<file path="src/rtl/rtc_pre_pkg.sv">
package rtc_pre_pkg;

    typedef enum logic [1:0] {
        ST_HALT  = 2'd0,
        ST_ARMED = 2'd1,
        ST_COUNT = 2'd2
    } run_state_e;

    typedef struct packed {
        logic clear;
        logic advance;
    } div_ctrl_t;

    function automatic logic hits_last(input int unsigned cnt, input int unsigned div);
        return cnt == div - 1;
    endfunction

endpackage

</file>
<file path="src/rtl/rtc_run_ctrl.sv">
module rtc_run_ctrl
    import rtc_pre_pkg::*;
(
    input  logic      clk,
    input  logic      rst,
    input  logic      osc_tick,
    input  logic      wr_en,
    input  logic      wr_done,
    output div_ctrl_t ctrl,
    output logic      running
);

    run_state_e state_q, state_d;
    logic       keep_counting;

    always_comb begin
        state_d = state_q;
        if (!wr_en) begin
            state_d = ST_HALT;
        end else if (wr_done) begin
            state_d = ST_COUNT;
        end else if (state_q == ST_HALT) begin
            state_d = ST_ARMED;
        end
    end

    always_ff @(posedge clk) begin
        if (rst) begin
            state_q <= ST_HALT;
        end else begin
            state_q <= state_d;
        end
    end

    // counting continues only in COUNT, enabled, and not being realigned
    assign keep_counting = (state_q == ST_COUNT) && wr_en && !wr_done;

    always_comb begin
        ctrl.clear   = !keep_counting;
        ctrl.advance = keep_counting && osc_tick;
    end

    assign running = (state_q == ST_COUNT);

endmodule

</file>
<file path="src/rtl/rtc_div_counter.sv">
module rtc_div_counter
    import rtc_pre_pkg::*;
#(
    parameter int unsigned DIV = 32768,
    localparam int unsigned CW = (DIV > 2) ? $clog2(DIV) : 1
) (
    input  logic      clk,
    input  logic      rst,
    input  div_ctrl_t ctrl,
    output logic      terminal
);

    logic [CW-1:0] count_q;
    logic          at_last;

    assign at_last  = hits_last(32'(count_q), DIV);
    assign terminal = ctrl.advance && at_last;

    always_ff @(posedge clk) begin
        if (rst || ctrl.clear) begin
            count_q <= '0;
        end else if (ctrl.advance) begin
            if (at_last) begin
                count_q <= '0;
            end else begin
                count_q <= count_q + 1'b1;
            end
        end
    end

endmodule

</file>
<file path="src/rtl/rtc_tick_reg.sv">
module rtc_tick_reg (
    input  logic clk,
    input  logic rst,
    input  logic terminal,
    output logic pulse
);

    always_ff @(posedge clk) begin
        if (rst) begin
            pulse <= 1'b0;
        end else begin
            pulse <= terminal;
        end
    end

endmodule

</file>
<file path="src/rtl/rtc_tick_gen.sv">
module rtc_tick_gen
    import rtc_pre_pkg::*;
#(
    parameter int unsigned DIV = 32768
) (
    input  logic clk,
    input  logic rst,
    input  logic osc_tick,
    input  logic wr_en,
    input  logic wr_done,
    output logic sec_tick,
    output logic running
);

    div_ctrl_t ctrl;
    logic      terminal;

    rtc_run_ctrl u_ctrl (
        .clk      (clk),
        .rst      (rst),
        .osc_tick (osc_tick),
        .wr_en    (wr_en),
        .wr_done  (wr_done),
        .ctrl     (ctrl),
        .running  (running)
    );

    rtc_div_counter #(.DIV(DIV)) u_div (
        .clk      (clk),
        .rst      (rst),
        .ctrl     (ctrl),
        .terminal (terminal)
    );

    rtc_tick_reg u_tick (
        .clk      (clk),
        .rst      (rst),
        .terminal (terminal),
        .pulse    (sec_tick)
    );

endmodule

</file>
<file path="config.mk">
export PLATFORM = sky130hd
export DESIGN_NAME = rtc_tick_gen
export DESIGN_NICKNAME = d
export VERILOG_FILES = /design/src/rtl/rtc_pre_pkg.sv /design/src/rtl/rtc_run_ctrl.sv /design/src/rtl/rtc_div_counter.sv /design/src/rtl/rtc_tick_reg.sv /design/src/rtl/rtc_tick_gen.sv
export SDC_FILE = /design/constraint.sdc
export NUM_CORES = 1
export LEC_CHECK = 0
export BUFFER_PORTS_ARGS = -buffer_cell sky130_fd_sc_hd__buf_2
export CAP_MARGIN = 20
export CORE_MARGIN = 1
export CORE_UTILIZATION = 30
export DETAILED_ROUTE_END_ITERATION = 16
export SLEW_MARGIN = 25
export SYNTH_ARGS = -nofsm -noshare
export SYNTH_HDL_FRONTEND = slang
export SYNTH_SLANG_ARGS = --single-unit
</file>
<file path="constraint.sdc">
create_clock -name clk -period 1.5 [get_ports clk]
set_input_delay 0.15 -clock clk [delete_from_list [all_inputs] [get_ports clk]]
set_output_delay 0.15 -clock clk [all_outputs]
set_load 0.02 [all_outputs]
</file>
==> reports/metrics.yaml, run 1 <==
timing:
  setup_slack_ns: 0.0446
  slew_headroom_pct: 80.9
  finalHoldViolCount: 0
  fin_crit_sh_pct: 97.0
  rsz0062_at_grt: "yes"
  worstMarginPinSlew_ns: 0.285
  fmax_ghz: 0.687
  fin_skew_ns: 0.00481
  fin_crit_ns: 1.46
  final.setup.tns_ns: 0
  holdWs_ns: 0.136
  finalSetupViolCount: 0
  slew_viol_final: 0
drt:
  dr.pass1.iters: 12
  routedWlPerCell_um: 12.6
  viasPerCell: 4.71
  wl_um: 2290
  drtIter0Drc: 20
  route.vias.total: 852
  drc: 2
  detail-route-antenna-nets: 0
floorplanning:
  dieArea_um2: 3370
  io_pins: 7
  fp.dieH_um: 58.0
  core_area_um2: 2880
  die_w_um: 58.0
  initial_core_util_pct: 32.8
  row_count: 19
synth:
  ys_seq_area_share_pct: 38.2
  synthCells: 98
  synth.avg_cell_area_um2: 9.61
  netlist_area_um2: 942
  ys_types: 30
  yosys_warnings: 0
  syn_nets: 104
  ys_ff_latch: 18
final_layout:
  diodes: 0
  drive_gt1_share_pct: 54.0
  area_growth_pct: 52.1
  n_fill_cell: 268
  fin_nets: 146
  final_common_cell: "buf_4"
  final_cell_mix: "buf_4 (31), dfxtp_1 (14), nor2_4 (10), nand2_1 (9)"
  final_cells: 181
min_path:
  hold_class: "primary input to flip-flop"
  whs_endpoint: "u_ctrl.state_q[1]$_SDFFE_PP0P_"
  whs_path_depth: 3
  hp-start: "rst"
grt:
  gr-usage-all-layers_pct: 14.9
  grt-ovfl-total: 0
  grt_max_degree: 11
  grt_pass1_vias: 840
  grt_antenna_before_repair: 0
  grt_pass1_wl_um: 3840
placed_design:
  dp_hpwl_um: 1560
  placedCellCount: 171
  place_congestion: 0.735
  pre_cts_ws_ns: -0.141
  numPortBuffers: 6
worst_setup_path:
  arrival_ns: 1.65
  r2r-end: "u_div.count_q[8]$_SDFFE_PP0P_"
  worstRegToRegCells: 5
  start_kind: "flip-flop"
  end_kind: "flip-flop"
  reg2reg_slack_ns: 0.04
  cp_max_fo: 5
  r2r-start: "u_div.count_q[13]$_SDFFE_PP0P_"
  crit_type: "flip-flop to flip-flop"
  worstPathRequired_ns: 1.69
clock_tree:
  cts_tree: "yes"
  hold_buffers: 0
  max-clock-path-buffers: 2
  cts_num_sinks: 18
  root_buffer: "clkbuf_4"
  insertion_delay_ns: 0.30
  cts_buffers: 3
  clk_pin_slew_ns: 0.11
  htreeDepth: 1
run_status:
  violations: "design-rule violations"
  status: "complete, but fails checks"
power:
  seqPwrFrac_pct: 57.6
  switchingPower_w: 0.000180
  p_sw_share_pct: 21.5
  vdd_drop_max_v: 0.000387
  pwr-share-clk_pct: 36.0
  power_w: 0.000837
  power_density_nw_per_um2: 584
  power.internal_w: 0.000657
  total_leakage_power_nw: 0.492
  power_frac_comb_pct: 6.3
run:
  cap_violations: 0
==> kinds of logic after synthesis <==
family | Yosys count | synth area share (%)
simple gates | 56 | 41.2
flops | 18 | 38.2
compound gates | 9 | 7.57
xor+xnor | 8 | 7.44
buf+inv | 6 | 4.25
fa+ha+maj | 1 | 1.33
==> area by class of cell <==
class / instances / area [um2] / area share [%]
flip-flops and latches: 18 / 365 / 25.5
inverters: 3 / 11.3 / 0.786
well taps: 42 / 52.6 / 3.67
clock buffers: 4 / 36.3 / 2.53
repair buffers: 40 / 314 / 21.9
multi-input cells: 74 / 653 / 45.6
==> metal layers <==
metal,global-route usage [%],vias to the layer above,routed length [um]
li1,-,432,-
met1,18.0,407,943
met2,26.4,13,1280
met3,4.69,0,68
met4,2.04,0,0
met5,0,-,0
==> stage by stage <==
step	area (um2)	util [%]
3_3_place_gp	1220	42.3
2_1_floorplan	953	-
6_report	1430	49.8
3_5_place_dp	1220	42.3
4_1_cts	1350	46.8
5_1_grt	1430	49.8
==> flip-flops by register name, indices dropped and copies added, names as in the netlist <==
name / count
u_ctrl.state_q: 2
u_div.count_q: 15
u_tick.pulse: 1
==> Yosys cell counts, drive strengths merged <==
library cell / n / area share (%)
a21oi: 4 / 2.1
a2bb2oi: 1 / 0.93
a311o: 1 / 1.1
a31o: 2 / 2.8
a31oi: 1 / 0.66
and4bb: 1 / 1.3
buf: 2 / 2.7
clkbuf: 1 / 0.40
dfxtp: 18 / 38
ha: 1 / 1.3
inv: 3 / 1.2
nand2: 9 / 3.6
nand2b: 1 / 0.66
nand3: 1 / 0.53
nand4: 7 / 4.6
nand4b: 1 / 0.93
nand4bb: 1 / 1.2
nor2: 17 / 15
nor2b: 1 / 0.66
nor3: 6 / 3.2
nor3b: 2 / 1.6
nor4: 5 / 4.0
nor4bb: 1 / 1.1
or3: 1 / 0.66
or3b: 2 / 2.4
xnor2: 8 / 7.4
==> worst max-delay path by stage <==
stage,from,to,slack (ns)
4_1_cts,u_ctrl.state_q[0]$_SDFFE_PP0P_,u_div.count_q[7]$_SDFFE_PP0P_,0.002
6_report,u_div.count_q[13]$_SDFFE_PP0P_,u_div.count_q[8]$_SDFFE_PP0P_,0.04
3_3_place_gp,wr_done,u_div.count_q[13]$_SDFFE_PP0P_,-0.1
2_1_floorplan,u_div.count_q[0]$_SDFFE_PP0P_,u_div.count_q[7]$_SDFFE_PP0P_,0.001
5_1_grt,u_div.count_q[13]$_SDFFE_PP0P_,u_div.count_q[8]$_SDFFE_PP0P_,-0.06
3_5_place_dp,wr_done,u_div.count_q[13]$_SDFFE_PP0P_,-0.14
==> critical path, stage by stage, from the launching register on <==
cell	delay (ns)
dfxtp_2	0.36
nand4_1	0.20
nor4_4	0.36
a31o_4	0.25
buf_12	0.14
nor2_4	0.04
==> power by group through the flow <==
stage	clock, W	combinational, W	sequential [W]
floorplan	0	0.0000173	0.000493
global placement	0	0.0000423	0.000492
detailed placement	0	0.0000445	0.000492
CTS	0.000308	0.0000493	0.000481
global route	0.000345	0.0000572	0.000483
finish	0.000302	0.0000531	0.000482
==> repair_timing <==
item / in CTS / in global routing
resized for setup: 7 / 10
endpoints found under the setup margin: 13 / 14
setup buffers: 4 / 3
pin swaps: 4 / 17
(Power assumes the default switching activity.)
==> run 2, diff against run 1 <==
- RECOVER_POWER: default -> 100
==> reports/metrics.yaml, run 2 (synthesis gave the netlist of run 1 again) <==
power:
  power_density_nw_per_um2: 585  # about the same
  p_sw_share_pct: 21.6  # about the same
  vdd_drop_max_v: 0.000387  # about the same
  seqPwrFrac_pct: 57.6  # about the same
  power_frac_comb_pct: 6.3  # about the same
  total_leakage_power_nw: 0.487  # -1.0%
  pwr-share-clk_pct: 36.0  # about the same
  switchingPower_w: 0.000180  # about the same
  power.internal_w: 0.000657  # about the same
  power_w: 0.000837  # about the same
final_layout:
  area_growth_pct: 51.9  # about the same
  drive_gt1_share_pct: 53.2  # -0.72 points
  final_common_cell: "buf_4"
  design_area_um2: 1430  # about the same
  diodes: 0  # unchanged
  largest-register: "u_div.count_q"
  fin_nets: 146  # unchanged
  final_cell_mix: "buf_4 (31), dfxtp_1 (14), nor2_4 (10), nand2_1 (9)"
  reg_top3: "u_div.count_q x15, u_ctrl.state_q x2, u_tick.pulse x1"
  largest_reg_flops: 15  # unchanged
worst_setup_path:
  crit_type: "flip-flop to flip-flop"
  worstRegToRegCells: 5  # unchanged
  end_kind: "flip-flop"
  worstPathRequired_ns: 1.69  # about the same
  cp_max_fo: 5  # unchanged
  reg2reg_slack_ns: 0.04  # about the same
  arrival_ns: 1.65  # about the same
  start_kind: "flip-flop"
timing:
  fin_crit_ns: 1.46  # unchanged
  fin_crit_sh_pct: 97.0  # unchanged
  fmax_ghz: 0.687  # unchanged
  slew_viol_final: 0  # unchanged
  fin_skew_ns: 0.00481  # unchanged
  slew_headroom_pct: 80.9  # unchanged
  worstMarginPinSlew_ns: 0.285  # unchanged
  finalSetupViolCount: 0  # unchanged
  rsz0062_at_grt: "yes"
  finalHoldViolCount: 0  # unchanged
run_status:
  violations: "design-rule violations"
  status: "complete, but fails checks"
grt:
  grt_pass1_wl_um: 3840  # unchanged
  grt_max_degree: 11  # unchanged
  gr-usage-all-layers_pct: 14.9  # unchanged
  grt_pass1_vias: 840  # unchanged
  grt-ovfl-total: 0  # unchanged
  grt_antenna_before_repair: 0  # unchanged
floorplanning:
  initial_core_util_pct: 32.8  # unchanged
  dieArea_um2: 3370  # unchanged
  io_pins: 7  # unchanged
  die_w_um: 58.0  # unchanged
  core_area_um2: 2880  # unchanged
  fp.dieH_um: 58.0  # unchanged
  row_count: 19  # unchanged
drt:
  route.vias.total: 851  # -0.12%
  detail-route-antenna-nets: 0  # unchanged
  routedWlPerCell_um: 12.7  # +0.13%
  dr.pass1.iters: 12  # unchanged
  drc: 2  # unchanged
  wl_um: 2290  # +0.13%
  viasPerCell: 4.70  # -0.12%
  drtIter0Drc: 20  # unchanged
clock_tree:
  cts_num_sinks: 18  # unchanged
  htreeDepth: 1  # unchanged
  insertion_delay_ns: 0.30  # about the same
  max-clock-path-buffers: 2  # unchanged
  cts_tree: "yes"
  root_buffer: "clkbuf_4"
  clk_pin_slew_ns: 0.11  # about the same
  cts_buffers: 3  # unchanged
run:
  cap_violations: 0  # unchanged
placed_design:
  numPortBuffers: 6  # unchanged
  place_congestion: 0.735  # unchanged
  dp_hpwl_um: 1560  # unchanged
  placedInstanceArea_um2: 1220  # unchanged
min_path:
  hold_class: "primary input to flip-flop"
  whs_path_depth: 3  # unchanged
-- run 2: changes by cell type in the layout (fill, tap and decap cells not counted) --
cell / previous run / this run
buf_2: 6 / 4
clkbuf_1: 0 / 1
clkbuf_2: 0 / 1
-- run 2: final timing paths --
kind | start | endpoint
setup / recovery | u_div.count_q[13]$_SDFFE_PP0P_ | u_div.count_q[8]$_SDFFE_PP0P_
hold reg to reg | u_div.count_q[14]$_SDFFE_PP0P_ | u_tick.pulse$_SDFF_PP0_
setup reg to reg | u_div.count_q[13]$_SDFFE_PP0P_ | u_div.count_q[8]$_SDFFE_PP0P_
hold / removal | rst | u_ctrl.state_q[1]$_SDFFE_PP0P_
-- run 2: layout make-up --
type | count | area, um2
Clock buffer | 4 | 36.3
Sequential cell | 18 | 365
Fill cell | 269 | 1450
Timing Repair Buffer | 40 | 313
Multi-Input combinational cell | 74 | 653
Inverter | 3 | 11.3
Tap cell | 42 | 52.6
-- run 2: per-stage QoR --
step	std cells	utilization (%)	hold slack [ns]	setup TNS [ns]	setup slack [ns]
floorplan	98	-	0.226	0	0.00137
global placement	171	42.3	0.430	-1.03	-0.0986
detailed placement	171	42.3	0.446	-1.39	-0.141
CTS	179	46.8	0.129	0	0.00164
global route	181	49.8	0.120	-0.563	-0.0621
finish	181	49.8	0.136	0	0.0446
-- run 2: timing repair --
action                                  4_1_cts  5_1_grt
gates resized for setup                       7       10
gates cloned                                  0        0
endpoints found under the setup margin       13       14
setup buffers                                 4        3
hold buffers                                  0        0
pin swaps                                     4       17
-- run 2: power by group through the flow --
stage                     logic [W]  clock network [W]  registers [W]
final                     0.0000530           0.000302       0.000482
after global routing      0.0000572           0.000345       0.000483
after CTS                 0.0000493           0.000308       0.000481
after detailed placement  0.0000445                  0       0.000492
after global placement    0.0000423                  0       0.000492
after floorplan           0.0000173                  0       0.000493
-- run 2: worst max-delay path: stages, from the launching register on --
cell and delay (ns):
dfxtp_2 0.36, nand4_1 0.20, nor4_4 0.36, a31o_4 0.25, buf_12 0.14, nor2_4 0.04
-- run 2: routing by layer --
layer / vias to the layer above / global-route usage (%) / wire length (um)
met5: - / 0 / 0
met3: 0 / 4.69 / 66
li1: 432 / - / -
met2: 13 / 26.4 / 1280
met1: 406 / 18.0 / 946
met4: 0 / 2.04 / 0
==> run 3, diff against run 2 <==
- BUFFER_PORTS_ARGS: -buffer_cell sky130_fd_sc_hd__buf_2 -> default
- DONT_BUFFER_PORTS: default -> 1
==> reports/metrics.yaml, run 3 (synthesis gave the netlist of run 1 again) <==
clock_tree:
  cts_num_sinks: 18  # unchanged
  htreeDepth: 1  # unchanged
  cts_tree: "yes"
  cts_buffers: 3  # unchanged
  insertion_delay_ns: 0.29  # about the same
  max-clock-path-buffers: 2  # unchanged
  root_buffer: "clkbuf_4"
  clk_pin_slew_ns: 0.11  # about the same
timing:
  finalSetupViolCount: 11  # +11
  fmax_ghz: 0.650  # -5.4%
  fin_crit_ns: 1.54  # +0.0830 ns
  finalHoldViolCount: 0  # unchanged
  fin_crit_sh_pct: 103  # +5.5 points
  slew_headroom_pct: 79.7  # -1.2 points
  worstMarginPinSlew_ns: 0.303  # +0.0180 ns
  fin_skew_ns: 0.00356  # -0.00125 ns
  holdWs_ns: 0.0139  # -0.122 ns
  setup_slack_ns: -0.0384  # -0.0830 ns
  rsz0062_at_grt: "yes"
  slew_viol_final: 0  # unchanged
drt:
  detail-route-antenna-nets: 0  # unchanged
  drtIter0Drc: 16  # -20%
  wl_um: 2180  # -4.8%
  route.vias.total: 832  # -2.2%
  dr.pass1.iters: 10  # -2
  drc: 2  # unchanged
  routedWlPerCell_um: 12.7  # +0.18%
  viasPerCell: 4.84  # +2.9%
floorplanning:
  fp.dieH_um: 58.0  # unchanged
  row_count: 19  # unchanged
  core_area_um2: 2880  # unchanged
  io_pins: 7  # unchanged
  initial_core_util_pct: 32.8  # unchanged
  die_w_um: 58.0  # unchanged
  dieArea_um2: 3370  # unchanged
grt:
  grt-ovfl-total: 0  # unchanged
  grt_pass1_wl_um: 3770  # -1.6%
  grt_pass1_vias: 866  # +3.1%
  gr-usage-all-layers_pct: 14.4  # -0.44 points
  grt_antenna_before_repair: 0  # unchanged
  grt_max_degree: 11  # unchanged
placed_design:
  dp_hpwl_um: 1520  # -2.5%
  placedCellCount: 162  # -5.3%
  place_congestion: 0.712  # -3.1%
  placedInstanceArea_um2: 1190  # -2.3%
  numPortBuffers: 0  # -6
worst_setup_path:
  cp_max_fo: 5  # unchanged
  path_buf_inv: 2  # +1
  worstPathRequired_ns: 1.69  # about the same
  start_kind: "flip-flop"
  crit_slowest_cell: "dfxtp_2"
  critPathMaxStageDelay_ns: 0.35  # about the same
  arrival_ns: 1.73  # +0.08 ns
  path_delay_family: "simple AND/OR/NAND/NOR gates"
  end_kind: "flip-flop"
  crit_type: "flip-flop to flip-flop"
  cp_cell_sequence: "nand4_1, buf_6, nor4_4, a31o_4, buf_12, nor2_4"
final_layout:
  design_area_um2: 1340  # -6.4%
  final_cells: 172  # -5.0%
  area_growth_pct: 42.2
  fin_nets: 137  # -6.2%
  final_cell_mix: "buf_4 (24), dfxtp_1 (12), nor2_4 (10), nand2_1 (9), xnor2_1 (8)"
  reg_top3: "u_div.count_q x15, u_ctrl.state_q x2, u_tick.pulse x1"
  drive_gt1_share_pct: 46.9  # -6.3 points
  post-route-util_pct: 46.6  # -3.2 points
  largest-register: "u_div.count_q"
  largest_reg_flops: 15  # unchanged
  final_common_cell: "buf_4"
  n_fill_cell: 287  # +6.7%
  diodes: 0  # unchanged
run_status:
  violations: "design-rule violations, negative setup slack"
  status: "complete, but fails checks"
min_path:
  hold_class: "primary input to flip-flop"
run:
  cap_violations: 0  # unchanged
power:
  power_density_nw_per_um2: 610  # +4.4%
  total_leakage_power_nw: 0.429  # -12%
  power_w: 0.000818  # -2.3%
  vdd_drop_max_v: 0.000589  # +52%
[run 3: cell types whose count changed in the layout (fill, tap and decap cells not counted), sizes merged]
cell / delta
buf: -11
dlygate4sd3: +2
[run 3: area by class of cell]
class                   count  area, um2  share of cell area [%]
flip-flops and latches     18        368                    27.5
well taps                  42       52.6                    3.92
multi-input cells          74        613                    45.8
repair buffers             31        259                    19.3
clock buffers               4       36.3                    2.71
inverters                   3       11.3                   0.840
[run 3: final timing paths]
path | endpoint | slack [ns] | cells past startpoint | start
max | u_div.count_q[7]$_SDFFE_PP0P_ | -0.04 | 6 | u_div.count_q[7]$_SDFFE_PP0P_
min | u_ctrl.state_q[1]$_SDFFE_PP0P_ | 0.01 | 2 | wr_done
max reg2reg | u_div.count_q[7]$_SDFFE_PP0P_ | -0.04 | 6 | u_div.count_q[7]$_SDFFE_PP0P_
min reg2reg | u_tick.pulse$_SDFF_PP0_ | 0.52 | 1 | u_div.count_q[14]$_SDFFE_PP0P_
[run 3: per-stage QoR]
| step | setup slack, ns | setup TNS [ns] |
|---|---|---|
| 2_1_floorplan | 0.00137 | 0 |
| 3_3_place_gp | -0.0299 | -0.224 |
| 3_5_place_dp | -0.0405 | -0.216 |
| 4_1_cts | -0.00999 | -0.0430 |
| 5_1_grt | -0.0938 | -1.02 |
| 6_report | -0.0384 | -0.295 |
[run 3: power breakdown]
part | leakage (nW) | switching, W | internal [W]
sequential | 0.148 | 0.00000111 | 0.000480
combinational | 0.260 | 0.0000150 | 0.0000187
clock | 0.0210 | 0.000155 | 0.000148
[run 3: metal layers]
layer	vias up	track usage, %	part of all wire [%]
li1	414	-	-
met4	0	3.06	1.2
met2	12	28.1	54
met3	4	4.02	3.3
met1	402	15.3	42
met5	-	0	0
[run 3: repair_timing]
action	CTS	global route
endpoints found under the setup margin	10	14
endpoints found under the hold margin	2	1
setup buffers	3	1
pin swaps	9	8
hold buffers	1	1
gates resized for setup	10	4
